File: config.mk
export PLATFORM = sky130hd
export DESIGN_NAME = sgn_pwm_gen
export DESIGN_NICKNAME = d
export VERILOG_FILES = /design/src/rtl/sgn_pwm_pkg.sv /design/src/rtl/sgn_pwm_regs.sv /design/src/rtl/sgn_pwm_conv.sv /design/src/rtl/sgn_pwm_core.sv /design/src/rtl/sgn_pwm_gen.sv
export SDC_FILE = /design/constraint.sdc
export NUM_CORES = 1
export LEC_CHECK = 0
export BUFFER_PORTS_ARGS = -buffer_cell sky130_fd_sc_hd__buf_2
export CORE_MARGIN = 2
export CORE_UTILIZATION = 29
export CTS_BUF_LIST = sky130_fd_sc_hd__clkbuf_8
export DETAILED_ROUTE_END_ITERATION = 12
export GPL_ROUTABILITY_DRIVEN = 0
export GPL_TIMING_DRIVEN = 1
export PLACE_DENSITY = 0.46
export SETUP_SLACK_MARGIN = 0.5
export SYNTH_ARGS = -nofsm -noshare
export SYNTH_HDL_FRONTEND = slang
export SYNTH_HIERARCHICAL = 1
export SYNTH_SLANG_ARGS = --single-unit
File: constraint.sdc
create_clock -name clk -period 5.29 [get_ports clk]
set_clock_uncertainty 0.15 [all_clocks]
set_input_delay 1.3225 -clock clk [delete_from_list [all_inputs] [get_ports clk]]
set_output_delay 1.3225 -clock clk [all_outputs]
set_load 0.05 [all_outputs]
File: src/rtl/sgn_pwm_pkg.sv
package sgn_pwm_pkg;
  typedef enum logic {
    REG_STAGE = 1'b0,
    REG_CTRL  = 1'b1
  } reg_sel_e;

  localparam int CTRL_COMMIT_BIT = 0;
  localparam int CTRL_ERR_BIT    = 1;
  localparam int CTRL_BUSY_BIT   = 2;
endpackage

File: src/rtl/sgn_pwm_regs.sv
module sgn_pwm_regs
  import sgn_pwm_pkg::*;
#(
  parameter int DW   = 16,
  parameter int W    = 9,
  parameter int NSW  = 4,
  parameter int NMAX = 8
) (
  input  logic           clk,
  input  logic           rst,
  input  logic           wr_en,
  input  logic           wr_addr,
  input  logic [DW-1:0]  wr_data,
  input  logic           rd_addr,
  input  logic [NSW-1:0] cfg_n,
  input  logic           busy_i,
  input  logic           min_code_i,
  output logic [W-1:0]   stage_o,
  output logic [NSW-1:0] n_eff_o,
  output logic           commit_o,
  output logic           err_clr_o,
  output logic           err_o,
  output logic [DW-1:0]  rd_data_o
);
  logic [W-1:0]  stage_q;
  logic          err_q;
  logic [DW-1:0] rd_q;
  logic          ctrl_wr;

  always_comb begin
    ctrl_wr   = wr_en && (wr_addr == REG_CTRL);
    commit_o  = ctrl_wr && wr_data[CTRL_COMMIT_BIT];
    err_clr_o = ctrl_wr && wr_data[CTRL_ERR_BIT];
    if (cfg_n == '0)
      n_eff_o = NSW'(1);
    else if (int'(cfg_n) > NMAX)
      n_eff_o = NSW'(NMAX);
    else
      n_eff_o = cfg_n;
  end

  always_ff @(posedge clk) begin
    if (rst) begin
      stage_q <= '0;
      err_q   <= 1'b0;
      rd_q    <= '0;
    end else begin
      if (wr_en && (wr_addr == REG_STAGE))
        stage_q <= wr_data[W-1:0];
      if (commit_o && min_code_i)
        err_q <= 1'b1;
      else if (err_clr_o)
        err_q <= 1'b0;
      if (rd_addr == REG_STAGE)
        rd_q <= DW'(stage_q);
      else begin
        rd_q <= '0;
        rd_q[CTRL_ERR_BIT]  <= err_q;
        rd_q[CTRL_BUSY_BIT] <= busy_i;
      end
    end
  end

  assign stage_o   = stage_q;
  assign err_o     = err_q;
  assign rd_data_o = rd_q;
endmodule

File: src/rtl/sgn_pwm_conv.sv
module sgn_pwm_conv #(
  parameter int W   = 9,
  parameter int NSW = 4
) (
  input  logic [W-1:0]   raw_i,
  input  logic [NSW-1:0] n_i,
  output logic [W-1:0]   val_o,
  output logic           min_code_o
);
  logic [W-1:0] ext;
  logic [W:0]   pw;
  logic [W-1:0] low_mask;
  logic         sgn;

  assign sgn = raw_i[n_i];

  // sign extension from bit n, one cell per bit position
  for (genvar i = 0; i < W; i++) begin : g_ext
    assign ext[i] = (i <= int'(n_i)) ? raw_i[i] : sgn;
  end

  always_comb begin
    pw         = (W+1)'(1) << n_i;
    low_mask   = pw[W-1:0] - 1'b1;
    min_code_o = sgn && ((raw_i & low_mask) == '0);
    if (min_code_o)
      val_o = (~low_mask) + 1'b1;
    else
      val_o = ext;
  end
endmodule

File: src/rtl/sgn_pwm_core.sv
module sgn_pwm_core #(
  parameter int W       = 9,
  parameter int NSW     = 4,
  parameter int RESET_N = 4
) (
  input  logic           clk,
  input  logic           rst,
  input  logic           commit_i,
  input  logic [W-1:0]   val_i,
  input  logic [NSW-1:0] n_i,
  output logic           pwm_o,
  output logic           busy_o,
  output logic           wrap_o,
  output logic [W-1:0]   cnt_o,
  output logic [W-1:0]   act_val_o,
  output logic [NSW-1:0] act_n_o
);
  logic [W-1:0]   cnt_q, last, pend_val_q, act_val_q;
  logic [NSW-1:0] pend_n_q, act_n_q;
  logic           pend_q, pwm_q, wrap;
  logic [W:0]     span, half, hi;

  always_comb begin
    span = (W+1)'(1) << ({1'b0, act_n_q} + 1'b1);
    last = span[W-1:0] - 1'b1;
    half = (W+1)'(1) << act_n_q;
    hi   = half + {act_val_q[W-1], act_val_q};
    wrap = (cnt_q == last);
  end

  always_ff @(posedge clk) begin
    if (rst) begin
      cnt_q      <= '0;
      pwm_q      <= 1'b0;
      pend_q     <= 1'b0;
      pend_val_q <= '0;
      pend_n_q   <= NSW'(RESET_N);
      act_val_q  <= '0;
      act_n_q    <= NSW'(RESET_N);
    end else begin
      pwm_q <= ({1'b0, cnt_q} < hi);
      cnt_q <= wrap ? '0 : cnt_q + 1'b1;
      if (wrap && pend_q) begin
        act_val_q <= pend_val_q;
        act_n_q   <= pend_n_q;
      end
      if (commit_i) begin
        pend_q     <= 1'b1;
        pend_val_q <= val_i;
        pend_n_q   <= n_i;
      end else if (wrap) begin
        pend_q <= 1'b0;
      end
    end
  end

  assign pwm_o     = pwm_q;
  assign busy_o    = pend_q;
  assign wrap_o    = wrap;
  assign cnt_o     = cnt_q;
  assign act_val_o = act_val_q;
  assign act_n_o   = act_n_q;
endmodule

File: src/rtl/sgn_pwm_gen.sv
module sgn_pwm_gen #(
  parameter int NMAX    = 8,
  parameter int RESET_N = 4,
  parameter int DW      = 16,
  localparam int W      = NMAX + 1,
  localparam int NSW    = $clog2(NMAX + 1)
) (
  input  logic           clk,
  input  logic           rst,
  input  logic           wr_en,
  input  logic           wr_addr,
  input  logic [DW-1:0]  wr_data,
  input  logic           rd_addr,
  output logic [DW-1:0]  rd_data,
  input  logic [NSW-1:0] cfg_n,
  output logic           pwm_o,
  output logic           busy_o
);
  logic [W-1:0]   stage, conv_val, act_val, cnt;
  logic [NSW-1:0] n_eff, act_n;
  logic           commit, err_clr, err, min_code, wrap;

  sgn_pwm_regs #(.DW(DW), .W(W), .NSW(NSW), .NMAX(NMAX)) u_regs (
    .clk(clk), .rst(rst), .wr_en(wr_en), .wr_addr(wr_addr), .wr_data(wr_data),
    .rd_addr(rd_addr), .cfg_n(cfg_n), .busy_i(busy_o), .min_code_i(min_code),
    .stage_o(stage), .n_eff_o(n_eff), .commit_o(commit), .err_clr_o(err_clr),
    .err_o(err), .rd_data_o(rd_data)
  );

  sgn_pwm_conv #(.W(W), .NSW(NSW)) u_conv (
    .raw_i(stage), .n_i(n_eff), .val_o(conv_val), .min_code_o(min_code)
  );

  sgn_pwm_core #(.W(W), .NSW(NSW), .RESET_N(RESET_N)) u_core (
    .clk(clk), .rst(rst), .commit_i(commit), .val_i(conv_val), .n_i(n_eff),
    .pwm_o(pwm_o), .busy_o(busy_o), .wrap_o(wrap), .cnt_o(cnt),
    .act_val_o(act_val), .act_n_o(act_n)
  );
endmodule

* Yosys cells after proc, flatten, opt, wreduce, memory -nomap -nowiden
Cells that the tools add are included.
Cells by class: add/subtract/negate cells 6, shift operators 3, $lt $le $gt $ge 11, bitwise gates (word level) 3, muxes and demuxes 18, eq/ne operators 1, reductions and logical operators 13
Operator list (number):
- 9-bit by 1-bit adder with 9-bit output (second input constant) | 2
- 9-bit by 1-bit subtractor with 9-bit output (second input constant) | 2
- 3-bit by 4-bit <= comparator with 1-bit output (first input constant) | 4
- 1-bit two-way mux | 13
- 10-bit adder | 1
- 9-bit by 10-bit < comparator with 1-bit output | 1
- 1-bit by 4-bit left shift with 10-bit output (first input constant) | 1
- 9-bit AND | 1
- 9-bit equality test | 1
- 9-bit zero test | 1
- 9-bit two-way mux | 1
- 9-bit NOT | 1
- 1-bit by 4-bit left shift with 9-bit output (first input constant) | 1
- 1-bit by 5-bit left shift with 9-bit output (first input constant) | 1
- 2-bit by 4-bit <= comparator with 1-bit output (first input constant) | 2
- 4-bit two-way mux | 2
- 1-bit logical AND | 7
- 4-bit by 1-bit adder with 5-bit output (second input constant) | 1
- 4-bit by 5-bit < comparator with 1-bit output (second input constant) | 1
- 1-bit binary-select mux with 4-bit select | 1
- 4-bit > comparator (second input constant) | 1
- 1-bit by 4-bit <= comparator with 1-bit output (first input constant) | 1
- 4-bit <= comparator (first input constant) | 1
- 4-bit zero test | 1
- other kinds (4) | 6
Word-level totals: input port bits 25, register bits 63, output and inout bits 18, logic and storage cells 66

* Logic depth before layout (Yosys ltp)
Gate-level depths: netlist of the first run.
word-level depth 10, mapped depth 17, mapped depth without buffers 15

* Cells and area by module
The synthesis of the first run kept the hierarchy.
Modules (own cells, without submodules):
- sgn_pwm_core | seq. area each 740.7 µm², instances 1, cells an instance 271, area each 2399.8 µm²
- sgn_pwm_conv | seq. area each 0.0 µm², instances 1, cells an instance 123, area each 860.8 µm²
- sgn_pwm_regs | seq. area each 380.4 µm², instances 1, cells an instance 82, area each 710.7 µm²

* Worst setup path before layout of the first run
Ideal clock, no wire load.
kind input port to flip-flop, start point input cfg_n[2], end point register u_core.pend_val_q[0], required time 5012 ps, library setup time 128 ps, data arrival time 4209 ps, stages 15, buffers on the path 3, setup slack 804 ps, cells stage by stage nor2b_1 buf_6 clkbuf_1 nor3_1 nand2_1 ha_1 clkbuf_1 inv_1 xnor2_1 a32oi_2 nand4_4 nor2_4 mux2_1 mux2i_1 nor2_1
Between the ends: cells in the longest elaborated chain, start to end 9, elaborated cells between the ends (all ways) 14, classes of those cells 2 x add/sub; 1 x order compare; 1 x shift; 5 x mux; 2 x bitwise; 3 x reduce/logical
RTL lines:
- start: declaration | line sgn_pwm_gen.sv:15 | input logic [NSW-1:0] cfg_n,
- 4-bit > comparator | line sgn_pwm_regs.sv:36 | else if (int'(cfg_n) > NMAX)
- 4-bit two-way mux | line sgn_pwm_regs.sv:36
- 4-bit two-way mux (*) | line sgn_pwm_regs.sv:34 | if (cfg_n == '0)
- 1-bit by 4-bit left shift with 9-bit output | line sgn_pwm_conv.sv:23 | pw = (W+1)'(1) << n_i;
- 9-bit by 1-bit subtractor with 9-bit output | line sgn_pwm_conv.sv:24 | low_mask = pw[W-1:0] - 1'b1;
- 9-bit AND | line sgn_pwm_conv.sv:25 | min_code_o = sgn && ((raw_i & low_mask) == '0);
- 9-bit zero test | line sgn_pwm_conv.sv:25
- 1-bit logical AND (*) | line sgn_pwm_conv.sv:25
- named net min_code | line sgn_pwm_gen.sv:21 | logic commit, err_clr, err, min_code, wrap;
- 9-bit two-way mux (*) | line sgn_pwm_conv.sv:26 | if (min_code_o)
- named net conv_val[0] | line sgn_pwm_gen.sv:19 | logic [W-1:0] stage, conv_val, act_val, cnt;
- end signal: assignment | line sgn_pwm_core.sv:49 | pend_val_q <= val_i;
- end: declaration | line sgn_pwm_core.sv:18 | logic [W-1:0] cnt_q, last, pend_val_q, act_val_q;
The timed path passes the listed nets; every way through them passes the cells marked *. The select of a mux whose other input is x is not followed. A chain may end at the register's enable or synchronous reset.

* Final worst setup path of the first run
start point input cfg_n[3], end point register u_core.pend_val_q[0]
Between the ends: cells in the longest elaborated chain, start to end 9, elaborated cells between the ends (all ways) 14, classes of those cells 2 x add/sub; 1 x order compare; 1 x shift; 5 x mux; 2 x bitwise; 3 x reduce/logical
RTL lines:
- 4-bit > comparator | line sgn_pwm_regs.sv:36
- 4-bit two-way mux | line sgn_pwm_regs.sv:36
- 4-bit two-way mux (*) | line sgn_pwm_regs.sv:34
- named net n_eff[2] | line sgn_pwm_gen.sv:20 | logic [NSW-1:0] n_eff, act_n;
- 1-bit by 4-bit left shift with 9-bit output | line sgn_pwm_conv.sv:23
- 9-bit by 1-bit subtractor with 9-bit output | line sgn_pwm_conv.sv:24
- 9-bit AND | line sgn_pwm_conv.sv:25
- 9-bit zero test | line sgn_pwm_conv.sv:25
- 1-bit logical AND (*) | line sgn_pwm_conv.sv:25
- named net min_code | line sgn_pwm_gen.sv:21
- 9-bit two-way mux (*) | line sgn_pwm_conv.sv:26
- named net conv_val[0] | line sgn_pwm_gen.sv:19
Marked as above.

==> flow_metrics.env, run 1 <==
export IMPL_cts_tree="done"
export IMPL_die_width_um=121
export IMPL_hold_class="reg2reg"
export IMPL_die_y_um=121
export IMPL_top_layer="met4"
export IMPL_finalHoldViolCount=0
export IMPL_powerDensity_mw_per_mm2=202
export IMPL_r2r_end="u_core/pwm_o$_SDFF_PP0_"
export IMPL_cp_end_kind="flop"
export IMPL_netlist_area_mm2=0.00397
export IMPL_coreArea_mm2=0.0133
export IMPL_crit_start="cfg_n[3]"
export IMPL_fillers=1447
export IMPL_synthCells=475
export IMPL_r2r_setup_slack_ns=1.52
export IMPL_insertion_delay_ns=0.32
export IMPL_drv_slew=0
export IMPL_holdPathEnd="u_core/act_val_o[4]$_SDFFE_PP0P_"
export IMPL_preCtsSetupSlack_ns=0.782
export IMPL_ir_drop_v=0.000110
export IMPL_numClockSinks=56
export IMPL_met1Wirelength_um=4680
export IMPL_p_int_uw=595
export IMPL_crit_type="in2reg"
export IMPL_antenna_found_initial=0
export IMPL_die_area_mm2=0.0146
export IMPL_start_util_pct=29.8
export IMPL_max_slew_margin_rel_pct=35.6
export IMPL_routed_wl_um=9480
export IMPL_regToRegStartpoint="u_core/act_n_o[1]$_SDFFE_PP0P_"
export IMPL_critical_path_depth=14
export IMPL_grt_pass1_vias=3136
export IMPL_p_sw_share_pct=30.4
export IMPL_grt_pass1_wl_um=15900
export IMPL_cts_resized_gates=0
export IMPL_r2r_cells=15
export IMPL_grt_overflow_total=0
export IMPL_tightest_slew_ns=0.962
export IMPL_root_buffer="clkbuf_8"
export IMPL_ioPinCount=43
export IMPL_cp_top_family="simple AND/OR/NAND/NOR gates"
export IMPL_cp_required_ns=5.32
export IMPL_ant_nets=0
export IMPL_hold_start="u_core/act_val_o[4]$_SDFFE_PP0P_"
export IMPL_maxCapViolations=0
export IMPL_dr_wl_met3_um=245
export IMPL_cts_clk_slew_worst_paths_ns=0.10
export IMPL_critPathBufInv=3
export IMPL_first_pass_iters=4
export IMPL_port_buffers=28
export IMPL_cts_buffer_depth=2
export IMPL_syn_to_final_growth_pct=7.03
export IMPL_fin_crit_ns=4.23
export IMPL_p_clk_share_pct=29.7
export IMPL_arrival_ns=4.26
export IMPL_cts_max_level=2
export IMPL_drive_above_1_share_pct=14.6
export IMPL_finalNetCount=532
export IMPL_path_max_fanout=15
export IMPL_floorplan_rows=42
export IMPL_worst_slack_ns=1.06
export IMPL_combPwrFrac_pct=18.5
export IMPL_met2_length_um=4450
export IMPL_ys_warn_count=6
export IMPL_fin_crit_sh_pct=79.9
export IMPL_vias_per_cell=5.07
export IMPL_path_cells="buf_2 -> nor2b_1 -> buf_4 -> nor2_2 -> nand2_2 -> ha_1 -> inv_1 -> xnor2_1 -> a32oi_2 -> nand4_4 -> nor2_4 -> mux2_1 -> mux2i_1 -> nor2_1"
export IMPL_via_count=3354
export IMPL_setup_violations_final=0
export IMPL_switching_power_uw=260
export IMPL_p_leak_nw=1.63
export IMPL_cts_buffers=5
export IMPL_grt_max_degree=45
export IMPL_setup_tns_ns=0
export IMPL_drc_errors=0
export IMPL_finish_utilization_pct=31.9
export IMPL_cts_hold_buf=0
export IMPL_drt_iter0_markers=162
export IMPL_holdPathStages=2
export IMPL_slowest_delay_ns=0.37
export IMPL_rsz0062_at_grt="no"
export IMPL_power_frac_seq_pct=51.8
export IMPL_wl_per_cell_um=14.3
export IMPL_dp_hpwl_um=6890
export IMPL_regArea_mm2=0.00112
export IMPL_fmax_mhz=237
export IMPL_multi_input_area_mm2=0.00254
export IMPL_grt_usage_pct=13.4
export IMPL_cp_slowest_cell="ha_1"
export IMPL_start_kind="primary input"
export IMPL_outcome="finished, final reports clean"
export IMPL_antenna_cells=0
export IMPL_post_cts_setup_buffers=0
export IMPL_syn_area_per_cell_um2=8.35
==> layer usage <==
| metal | global-route usage [%] | up-vias |
|---|---|---|
| met1 | 17.8 | 1586 |
| met5 | 0 | - |
| met2 | 22.5 | 50 |
| met4 | 3.63 | 0 |
| li1 | - | 1710 |
| met3 | 2.35 | 8 |
==> cells in the final DEF (no fill, tap or decap), types with 3 or more instances in the layout <==
cell type and count:
dfxtp_1 56, a21oi_1 42, nor2_1 39, nand2_1 39, buf_2 28, mux2i_1 28
o21ai_0 27, ha_1 21, inv_1 14, xnor2_1 14, nand4_1 13, nand3_1 11
xor2_1 10, buf_4 9, and2_1 9, conb_1 8, a21o_1 7, nor3_1 7
clkbuf_8 6, nor2b_1 6, nor2_2 5, nand2b_1 5, o211ai_1 5, a31oi_1 5
and3_1 5, nor4b_1 4, or4_1 3, nor4_1 3, a211o_1 3, a211oi_1 3
==> layout make-up <==
class | instances | area share (%)
Clock buffer | 6 | 1.94
Inverter | 16 | 1.41
Tap cell | 176 | 5.19
Multi-Input combinational cell | 369 | 59.8
Sequential cell | 56 | 26.4
Timing Repair Buffer | 37 | 4.89
Clock inverter | 2 | 0.324
==> power by group through the flow <==
stage / combinational [mW] / sequential [mW] / clock [mW]
3_3_place_gp: 0.157 / 0.453 / 0
6_report: 0.158 / 0.443 / 0.255
2_1_floorplan: 0.121 / 0.457 / 0
5_1_grt: 0.174 / 0.445 / 0.281
3_5_place_dp: 0.157 / 0.453 / 0
4_1_cts: 0.158 / 0.444 / 0.269
==> worst register-to-register path, cell delays in order (launching register included) <==
cell	delay, ns
dfxtp_1	0.77
nor2_1	0.14
nand2_1	0.17
inv_2	0.06
ha_1	0.26
a21o_1	0.16
a21oi_1	0.22
o21ai_0	0.20
a2111o_1	0.45
o311ai_0	0.13
xor2_1	0.22
ha_1	0.27
a21o_1	0.16
a21oi_1	0.13
o21ai_0	0.09
a21oi_1	0.12
==> worst max-delay path by stage <==
stage / end / slack [ns]
after CTS: u_core/pend_val_q[0]$_SDFFE_PP0P_ / 1.12
after detailed placement: u_core/pend_val_q[0]$_SDFFE_PP0P_ / 0.78
after global routing: u_core/pend_val_q[0]$_SDFFE_PP0P_ / 0.83
after floorplan: u_core/pend_val_q[0]$_SDFFE_PP0P_ / 0.80
after global placement: u_core/pend_val_q[0]$_SDFFE_PP0P_ / 0.81
final: u_core/pend_val_q[0]$_SDFFE_PP0P_ / 1.06
==> stage by stage <==
step | std cells | power (mW) | cell area, µm² | hold slack [ns]
after global placement | 654 | 0.610 | 4150 | 0.320
after floorplan | 481 | 0.578 | 3990 | 0.303
after detailed placement | 654 | 0.611 | 4150 | 0.329
after CTS | 662 | 0.871 | 4250 | 0.345
after global routing | 662 | 0.900 | 4250 | 0.374
final | 662 | 0.856 | 4250 | 0.339
==> state kept, by name, indices dropped and copies added (netlist names) <==
name               cells
u_core/pend_val_q      9
u_core/act_val_o       9
u_core/cnt_o           9
u_core/pwm_o           1
u_core/pend_n_q        4
u_regs/err_o           1
u_regs/rd_data_o       9
u_regs/stage_o         9
u_core/busy_o          1
u_core/act_n_o         4
(Power assumes the default switching activity.)
==> inputs of run 2 (changes only) <==
==> constraint.sdc (replaced) <==
create_clock -name clk -period 4 [get_ports clk]
set_clock_uncertainty 0.15 [all_clocks]
set_input_delay 1 -clock clk [delete_from_list [all_inputs] [get_ports clk]]
set_output_delay 1 -clock clk [all_outputs]
set_load 0.05 [all_outputs]
==> run 2 against run 1 <==
  * Final cell count is 1.4% higher
  * Critical path depth stayed put
  * Critical path type unchanged
  * Setup slack worse by 0.43 ns
  * Count of clock-buffer cells in the layout is 1 lower
  * First-iteration DRC count is 12% lower
  * Critical endpoint is now u_core/pend_val_q[4]$_SDFFE_PP0P_
==> flow_metrics.env, run 2 (synthesized netlist as in run 1, its figures left out) <==
export IMPL_finalHoldViolCount=0
export IMPL_p_leak_nw=1.71
export IMPL_cts_buffers=5
export IMPL_switching_power_uw=347
export IMPL_fin_crit_ns=3.36
export IMPL_setup_tns_ns=0
export IMPL_fmax_mhz=297
export IMPL_cp_required_ns=4.10
export IMPL_arrival_ns=3.47
export IMPL_insertion_delay_ns=0.31
export IMPL_p_int_uw=841
export IMPL_max_slew_margin_rel_pct=44.5
export IMPL_cts_tree="done"
export IMPL_cts_buffer_depth=2
export IMPL_crit_type="in2reg"
export IMPL_ir_drop_v=0.000136
export IMPL_start_kind="primary input"
export IMPL_cts_hold_buf=0
export IMPL_port_buffers=28
export IMPL_grt_pass1_wl_um=15900
export IMPL_path_cells="clkbuf_4 -> nor2_2 -> nor2_1 -> nand2_2 -> ha_4 -> or4_1 -> a21oi_2 -> a221oi_4 -> nand4_4 -> nor2_4 -> buf_4 -> mux2i_1 -> mux2i_1 -> nor2_1"
export IMPL_fillers=1412
export IMPL_power_total_mw=1.19
export IMPL_root_buffer="clkbuf_8"
export IMPL_p_clk_share_pct=31.9
export IMPL_floorplan_rows=42
export IMPL_rsz0062_at_grt="yes"
export IMPL_routed_wl_um=9590
export IMPL_dp_hpwl_um=7220
export IMPL_syn_to_final_growth_pct=11.1
export IMPL_grt_overflow_total=0
export IMPL_cts_clk_slew_worst_paths_ns=0.10
export IMPL_fin_crit_sh_pct=84.1
export IMPL_grt_usage_pct=13.3
export IMPL_p_sw_share_pct=29.2
export IMPL_final_common_cell="dfxtp_1"
export IMPL_cts_max_level=2
export IMPL_vias_per_cell=5.00
export IMPL_slowest_delay_ns=0.42
export IMPL_maxCapViolations=0
export IMPL_cp_slowest_cell="or4_1"
export IMPL_grt_pass1_vias=3229
export IMPL_die_width_um=121
export IMPL_grt_max_degree=30
export IMPL_drc_errors=0
export IMPL_die_y_um=121
export IMPL_power_frac_seq_pct=49.3
export IMPL_cp_end_kind="flop"
export IMPL_setup_violations_final=0
export IMPL_final_cell_mix="dfxtp_1 (54), a21oi_1 (41), nor2_1 (38), nand2_1 (38), mux2i_1 (28)"
export IMPL_tightest_slew_ns=0.832
export IMPL_numClockSinks=56
export IMPL_drv_slew=0
export IMPL_die_area_mm2=0.0146
export IMPL_combPwrFrac_pct=18.9
export IMPL_start_util_pct=29.8
export IMPL_ioPinCount=43
export IMPL_ant_nets=0
export IMPL_path_max_fanout=12
export IMPL_antenna_found_initial=0
export IMPL_coreArea_mm2=0.0133
export IMPL_via_count=3354
export IMPL_drt_iter0_markers=142
export IMPL_antenna_cells=0
export IMPL_wl_per_cell_um=14.3
export IMPL_outcome="finished, final reports clean"
export IMPL_powerDensity_mw_per_mm2=269
export IMPL_first_pass_iters=4
export IMPL_hold_class="reg2reg"
export IMPL_drive_above_1_share_pct=18.6
export IMPL_finalNetCount=541
run 2: cell types whose count changed in the layout (fill, tap and decap cells not counted), sizes merged:
cell / before / now
clkbuf: 6 / 7
bufinv: 0 / 1
buf: 37 / 44
clkinv: 1 / 0
inv: 17 / 18
run 2: layout make-up:
class | instances | area (µm²) | area share [%]
Tap cell | 176 | 220 | 4.99
Timing Repair Buffer | 46 | 282 | 6.38
Inverter | 16 | 60.1 | 1.36
Clock buffer | 5 | 68.8 | 1.56
Sequential cell | 56 | 1130 | 25.5
Clock inverter | 3 | 42.5 | 0.965
Multi-Input combinational cell | 369 | 2610 | 59.2
run 2: metrics by stage:
stage / hold WS, ns / cells / setup WS [ns] / utilization, % / cell area, µm²
CTS: 0.340 / 667 / 0.522 / 32.7 / 4350
floorplan: 0.303 / 481 / 0.382 / - / 4090
detailed placement: 0.324 / 659 / 0.200 / 31.9 / 4240
finish: 0.339 / 671 / 0.637 / 33.2 / 4410
global route: 0.368 / 671 / 0.456 / 33.2 / 4410
global placement: 0.323 / 659 / 0.229 / 31.9 / 4240
run 2: layer usage:
layer / up-vias / part of all wire (%) / track usage (%) / wire length, µm
li1: 1721 / - / - / -
met5: - / 0 / 0 / 0
met2: 39 / 49 / 22.8 / 4670
met1: 1583 / 48 / 17.1 / 4580
met3: 11 / 2.1 / 2.02 / 197
met4: 0 / 1.5 / 4.00 / 142
run 2: critical path, delay by kind of cell:
family                     cells  cell delay, ns
adders and majority gates      1            0.24
buffers and inverters          2            0.42
and+or+nand+nor                7            1.21
muxes                          2            0.32
AOI/OAI and AO/OA              2            0.27
run 2: worst paths after layout:
check                                                     start                                 to  slack (ns)  cells past startpoint
worst max-delay path                                   cfg_n[3]  u_core/pend_val_q[4]$_SDFFE_PP0P_        0.64                     14
worst min-delay path            u_core/pend_n_q[2]$_SDFFE_PP1P_     u_core/act_n_o[2]$_SDFFE_PP1P_        0.34                      2
worst max register to register   u_core/act_n_o[1]$_SDFFE_PP0P_            u_core/pwm_o$_SDFF_PP0_        0.73                     15
worst min register to register  u_core/pend_n_q[2]$_SDFFE_PP1P_     u_core/act_n_o[2]$_SDFFE_PP1P_        0.34                      2
run 2: power groups by stage:
stage	Clock, mW	Combinational [mW]	Sequential (mW)
after global routing	0.418	0.244	0.588
after global placement	0	0.218	0.600
after floorplan	0	0.173	0.604
after detailed placement	0	0.220	0.599
after CTS	0.395	0.221	0.587
final	0.379	0.224	0.585
run 2: what timing repair did:
item	4_1_cts	5_1_grt
setup buffers	0	4
endpoints found under the setup margin	0	21
gates resized for setup	0	10
endpoints found under the hold margin	0	0
